`src/rtl/lrg_prio_arbiter.sv`:
```
module lrg_prio_arbiter #(
  parameter int N = 4,
  parameter int PW = 2,
  parameter int AW = 4,
  parameter int DW = 32,
  parameter logic [N*PW-1:0] RESET_PRIO = '0,
  localparam int IW = (N > 1) ? $clog2(N) : 1
) (
  input  logic          clk,
  input  logic          rst_n,
  input  logic [N-1:0]  req,
  input  logic          gnt_ack,
  output logic [N-1:0]  gnt,
  output logic          gnt_valid,
  output logic [IW-1:0] gnt_idx,
  input  logic          psel,
  input  logic          penable,
  input  logic          pwrite,
  input  logic [AW-1:0] paddr,
  input  logic [DW-1:0] pwdata,
  output logic [DW-1:0] prdata,
  output logic          pready
);

  logic [N-1:0][PW-1:0] prio_q;
  logic [N-1:0][IW-1:0] rank_q, rank_d;
  logic                 win_found;
  logic [IW-1:0]        win_idx;
  logic [PW-1:0]        best_p;
  logic [IW-1:0]        best_r;

  logic          in_range, wr_en, wr_chg;
  logic [IW-1:0] reg_idx;
  logic          unused_ok;

  assign in_range  = int'(paddr) < N;
  assign reg_idx   = paddr[IW-1:0];
  assign wr_en     = psel && penable && pwrite && in_range;
  assign wr_chg    = wr_en && (pwdata[PW-1:0] != prio_q[reg_idx]);
  assign unused_ok = ^pwdata[DW-1:PW];

  always_comb begin
    win_found = 1'b0;
    win_idx   = '0;
    best_p    = '0;
    best_r    = '0;
    for (int i = 0; i < N; i++) begin
      if (req[i] && (!win_found || prio_q[i] > best_p ||
                     (prio_q[i] == best_p && rank_q[i] < best_r))) begin
        win_found = 1'b1;
        win_idx   = IW'(i);
        best_p    = prio_q[i];
        best_r    = rank_q[i];
      end
    end
  end

  assign gnt_valid = win_found;
  assign gnt_idx   = win_idx;
  assign gnt       = win_found ? (N'(1) << win_idx) : '0;

  function automatic logic [N-1:0][IW-1:0] relegate(
    input logic [N-1:0][IW-1:0] r, input logic [IW-1:0] t);
    relegate = r;
    for (int j = 0; j < N; j++) begin
      if (IW'(j) == t)      relegate[j] = IW'(N-1);
      else if (r[j] > r[t]) relegate[j] = r[j] - 1'b1;
    end
  endfunction

  always_comb begin
    rank_d = rank_q;
    if (win_found && gnt_ack) rank_d = relegate(rank_d, win_idx);
    if (wr_chg)               rank_d = relegate(rank_d, reg_idx);
  end

  always_ff @(posedge clk or negedge rst_n) begin
    if (!rst_n) begin
      for (int i = 0; i < N; i++) begin
        rank_q[i] <= IW'(i);
        prio_q[i] <= RESET_PRIO[i*PW +: PW];
      end
    end else begin
      rank_q <= rank_d;
      if (wr_en) prio_q[reg_idx] <= pwdata[PW-1:0];
    end
  end

  assign prdata = (psel && !pwrite && in_range) ? DW'(prio_q[reg_idx]) : '0;
  assign pready = 1'b1;

endmodule

```
`config.mk`:
```
export PLATFORM = sky130hd
export DESIGN_NAME = lrg_prio_arbiter
export DESIGN_NICKNAME = d
export VERILOG_FILES = /design/src/rtl/lrg_prio_arbiter.sv
export SDC_FILE = /design/constraint.sdc
export NUM_CORES = 1
export LEC_CHECK = 0
export BUFFER_PORTS_ARGS = -buffer_cell sky130_fd_sc_hd__buf_2
export CORE_ASPECT_RATIO = 0.5
export CORE_MARGIN = 3
export CORE_UTILIZATION = 40
export CTS_CLUSTER_SIZE = 14
export DETAILED_ROUTE_END_ITERATION = 8
export GPL_TIMING_DRIVEN = 0
export PLACE_DENSITY = 0.66
export SYNTH_ARGS = -nofsm -noshare
export SYNTH_HDL_FRONTEND = slang
export SYNTH_SLANG_ARGS = --single-unit
```
`constraint.sdc`:
```
create_clock -name clk -period 17.65 [get_ports clk]
set_clock_uncertainty 0.1 [all_clocks]
set_input_delay 3.53 -clock clk [delete_from_list [all_inputs] [get_ports clk]]
set_output_delay 3.53 -clock clk [all_outputs]
set_load 0.02 [all_outputs]
```
* Word-level counts from Yosys, hierarchy flattened
Index checks and enable logic that the tools add are counted.
Word-level totals: flip-flop bits (word level) 16, input port bits 46, output and inout port bits 40, word-level logic and storage cells 113
Cells by class: add/sub/neg operators 8, order comparisons 18, eq/ne operators 10, shift operators 1, mux-type cells 42, reduce and logical (&&, ||, !) cells 26
Operator list (count):
- 2-bit two-way mux | 29
- 2-bit greater-than comparator | 11
- 8-bit two-way mux | 2
- 2-bit by 1-bit subtractor with 2-bit output (second input constant) | 8
- 1-bit logical AND | 14
- 2-bit binary-select mux with 2-bit select | 3
- 8-bit bitwise mux | 1
- 2-bit == test (first input constant) | 4
- 2-bit == test | 3
- 1-bit logical OR | 6
- 2-bit < comparator | 3
- 2-bit by 3-bit < comparator with 1-bit output (second input constant) | 2
- 1-bit two-way mux | 5
- 2-bit demux with 2-bit select | 1
- 1-bit by 2-bit == test with 1-bit output (first input constant) | 2
- 1-bit zero test | 4
- 2-bit zero test | 2
- 4-bit by 3-bit < comparator with 1-bit output (second input constant) | 1
- 4-bit two-way mux | 1
- 1-bit by 2-bit << shifter with 4-bit output (first input constant) | 1
- 2-bit by 1-bit >= comparator with 1-bit output (second input constant) | 1
- 2-bit != test | 1

* Logic depth before layout (Yosys ltp)
depth after elaboration 28, mapped depth 41, gate-level depth less buffers 38

* Worst setup path before layout
No wires, ideal clock.
kind input-to-output, start point input port req[0], end point output port gnt[0], data arrival time 8487 ps, setup slack 5533 ps, stages on the path 24, cells stage by stage buf_2 > and2_1 > ha_1 > a32oi_1 > o21ai_1 > clkbuf_1 > a31oi_1 > ha_1 > nor2b_4 > o21a_4 > o311a_1 > a21bo_2 > nand2_1 > clkbuf_1 > nor2_1 > a21oi_1 > ha_1 > nand2b_1 > a21o_1 > a21oi_1 > nand2_1 > o211ai_2 > nand3_1 > nor2_1
Between the ends: word-level cells in the longest chain between the ends 18
RTL lines:
- from (decl) | line 11 | input logic [N-1:0] req,
- 2-bit two-way mux / 1-bit two-way mux (equally long branches) | line 48 | if (req[i] && (!win_found || prio_q[i] > best_p ||
- 2-bit greater-than comparator (tied with other cells) | line 48
- 1-bit logical OR / 1-bit logical AND (equally long branches) | line 48, 49
- 1-bit logical OR | line 48
- 1-bit logical AND | line 48
- 2-bit two-way mux / 1-bit two-way mux (equally long branches) | line 48
- 2-bit greater-than comparator (tied with other cells) | line 48
- 1-bit logical OR / 1-bit logical AND (equally long branches) | line 48, 49
- [3 not listed]
- 2-bit greater-than comparator (tied with other cells) | line 48
- 1-bit logical OR / 1-bit logical AND (equally long branches) | line 48, 49
- 1-bit logical OR | line 48
- 1-bit logical AND | line 48
- 2-bit two-way mux (*) | line 48
- via gnt_idx[1] | line 15 | output logic [IW-1:0] gnt_idx,
- 1-bit by 2-bit << shifter with 4-bit output (*) | line 60 | assign gnt = win_found ? (N'(1) << win_idx) : '0;
- 4-bit two-way mux (*) | line 60
- to (decl) | line 13 | output logic [N-1:0] gnt,
Mark *: on every way through the listed nets, which the timed path passes. The rest lies on a longest branch.

* Final worst setup path
start point input port req[0], end point output port gnt[1]
Between the ends: word-level cells in the longest chain between the ends 18
RTL lines (line):
- 2-bit two-way mux / 1-bit two-way mux (equally long branches) | 48
- 2-bit greater-than comparator (tied with other cells) | 48
- 1-bit logical OR / 1-bit logical AND (equally long branches) | 48, 49
- 1-bit logical OR | 48
- 1-bit logical AND | 48
- 2-bit two-way mux / 1-bit two-way mux (equally long branches) | 48
- 2-bit greater-than comparator (tied with other cells) | 48
- 1-bit logical OR / 1-bit logical AND (equally long branches) | 48, 49
- [2 not listed]
- 2-bit two-way mux / 1-bit two-way mux (equally long branches) | 48
- 2-bit greater-than comparator (tied with other cells) | 48
- 1-bit logical OR / 1-bit logical AND (equally long branches) | 48, 49
- 1-bit logical OR | 48
- 1-bit logical AND | 48
- 2-bit two-way mux | 48
- 1-bit by 2-bit << shifter with 4-bit output | 60
- 4-bit two-way mux (*) | 60
Every way passes the cells marked *; elsewhere a longest branch is shown, timed or not.

==> results by group <==
Pwr
  • Maximum VDD drop: 70.49 uV
  • Power Density: between 150 and 200 nW/um2
  • P_leak: between 1 and 1.5 nW

CTS
  • Reg clk slew, reported paths: ~0.050 ns
  • Skew-Pair Late Insertion Delay: about 0.25 ns
  • Cts repair resizes: 0
  • CTS Buf Count: 3
  • Root buf cell: clkbuf_16
  • H-Tree Depth: 1
  • Post-CTS Hold Buffers: 0
  • Sink Count: 16
  • Clock Tree Buf Depth: 2
  • Postcts setup bufs: 0
  • TritonCTS clock tree: yes

Routing
  • Via density: about 5.2
  • Initial DRC Count: between 100 and 150
  • Routed WL: approximately 5900 um
  • Post-route ant nets: 0
  • Routed length per placed instance: between 10 and 15 um
  • Drt pass-1 iters: 4
  • Remaining DRCs: 0
  • DR vias: around 2100

Run
  • Maxcap violations: 0

Final layout
  • Register area: 405.4 um2
  • Diode count: 0
  • Layout fillers: approximately 470
  • Multi-input gate area: about 1600 um2
  • Share of layout cells above drive strength 1: 25.37%
  • Net count, final: between 400 and 500
  • P&R area growth vs syn: 17.56%
  • Post-route insts no fill: 405
  • Post-layout util: roughly 52%

STA
  • Fmax: 77.40 MHz
  • Worst-margin pin slew: about 0.56 ns
  • Final hold viol count: 0
  • Fin crit period: between 10 and 15 ns
  • Max Slew Vio Count: 0
  • Fin crit share: between 70 and 80%
  • # setup viols final: 0
  • RSZ-0062 raised after global routing: false
  • Hold WS: around 0.51 ns
  • Setup TNS: 0 ns
  • Slew HR: just over 60%

Critical path
  • CP Capture Type: output port
  • Critical path type: in -> out
  • Max stage delay on crit path: ~0.43 ns
  • Slowest-stage cell, CP: o21ai_1
  • Crit path max fanout: 10
  • CP required: between 10 and 15 ns
  • Arrival time at the worst endpoint: just over 9 ns
  • Setup crit start kind: input pin

Floorplan
  • Cell row count: 18
  • Placeable Area: about 5200 um2
  • Initial core utilization: 43.82%
  • Die H: approximately 59 um
  • Die width: ~110 um
  • I/O pins: 86
  • Die area: between 6000 and 7000 um2

Yosys
  • Synth area leader: ha_1
  • XOR/XNOR Fraction of Synth Area: 4.226%
  • Ys Warns: 0
  • Unique masters post-synth: 56
  • Compound-Gate Fraction of Synth Area: between 20% and 30%
  • Simple logic cell fraction of the synthesized area: a little under a fifth
  • Register bit total from synthesis: 16
  • EDFF count, synth: 0
  • Ys async rst share: 100.0%
  • Syn avg cell area: ~8.2 um2
  • Largest family of logic cells by synthesized area: compound AO/OA/AOI/OAI gates
  • Adder-cell share of the synthesized area: between 10 and 15%
  • Sequential cell area fraction in the yosys report: 17.78%
  • Post-Syn Instances: between 200 and 300
  • Ys flop type: dfrtp_1
  • Post-Syn Area: roughly 2300 um2
  • Mux contribution to synthesized area: slightly above 7%
  • Post-synth top cells: 31 x buf_4, 26 x inv_1, 25 x ha_1, 25 x nand2_1, 19 x nor2_1
  • Share of the synthesized area in the top cell type: between 10 and 15%
  • Largest cells by area after synthesis: ha_1 14%, dfrtp_1 13%, buf_4 10%
  • Top-count cell post-synth: buf_4

GRT
  • First-pass GRT wire length: ~9600 um
  • Vias in the first global route: 1971
  • Initial antenna violation count: 0
  • Tot GR Track Use: ~18%
  • Remaining Overflow, GRT: 0
  • Largest net degree at the start of global routing: 17

Place
  • RD Place Congestion: between 0.8 and 0.9
  • Number of port buffers: 23
  • Placed insts: 401
  • DP HPWL: 4748 um

Min path
  • Hold Crit Class: reg -> reg

Run status
  • Status: completed
[where the power goes]
| group | switching, mW | internal, mW |
|---|---|---|
| combinational | 0.171 | 0.132 |
| sequential | 0.0186 | 0.0523 |
| clock | 0.0154 | 0.0345 |
[layout make-up]
cell class | instances | area share, %
flip-flops and latches | 16 | 15.13
multi-input cells | 230 | 60.55
clock buffers | 4 | 3.315
repair buffers | 23 | 4.295
plain buffers | 35 | 9.570
well taps | 70 | 3.268
inverters | 27 | 3.875
[routing by layer]
metal,global-route usage (%),wire [um]
met2,30.13,2537
met3,2.243,567
met4,3.425,46
met1,25.22,2748
met5,0,0
[cells in the final DEF, fill, tap and decap left out, types with 3 or more instances in the layout]
master and instances:
nand2_1 25, a31oi_1 3, conb_1 31, dfrtp_1 12, xnor2_1 9, a211o_1 5, nand3_1 5, mux2_2 4
ha_1 25, clkbuf_16 3, and2_1 7, dfstp_2 4, o21ai_0 11, a21oi_1 17, buf_2 24, nor2_1 19
and3_1 4, nand2b_1 3, nor3_1 5, buf_4 31, o21ai_1 3, mux2i_1 3, a211oi_1 5, nor2b_1 7
mux4_2 4, inv_1 26
[critical path: cells and delay by family]
family / cells / cell delay (ns)
AO/OA/AOI/OAI: 10 / 2.41
adder cells (fa/ha/maj): 3 / 0.93
buffers and inverters: 5 / 1.16
AND/OR/NAND/NOR: 8 / 1.25
[through the flow]
step / area (um2) / setup WS (ns) / power [mW]
floorplan: 2389 / 5.533 / 0.3025
global placement: 2591 / 4.867 / 0.3524
detailed placement: 2591 / 4.779 / 0.3674
CTS: 2680 / 4.757 / 0.4206
global route: 2680 / 4.206 / 0.4711
finish: 2680 / 4.730 / 0.4233
[state kept, by name, indices dropped and copies added (netlist names)]
register  flops
rank_q        8
prio_q        8
[worst paths after layout]
kind                                       startpoint                    end  slack (ns)  depth (start not counted)
worst max register to register  prio_q[0]$_DFFE_PN0P_    rank_q[3]$_DFF_PN0_        8.37                         37
max in group asynchronous                       rst_n    rank_q[5]$_DFF_PN1_       14.04                          1
worst min-delay path            prio_q[3]$_DFFE_PN0P_  prio_q[3]$_DFFE_PN0P_        0.51                          2
worst max-delay path                           req[0]                 gnt[1]        4.73                         26
worst min register to register  prio_q[3]$_DFFE_PN0P_  prio_q[3]$_DFFE_PN0P_        0.51                          2
min in group asynchronous                       rst_n  prio_q[2]$_DFFE_PN0P_        3.09                          1
[logic make-up after synthesis]
group / count (synthesis)
AO/OA/AOI/OAI: 66
XOR/XNOR: 11
adder cells (fa/ha/maj): 26
buffers and inverters: 62
flip-flops: 16
multiplexers: 11
other: 2
AND/OR/NAND/NOR: 85
No activity file was read; power rests on OpenSTA's default activity.
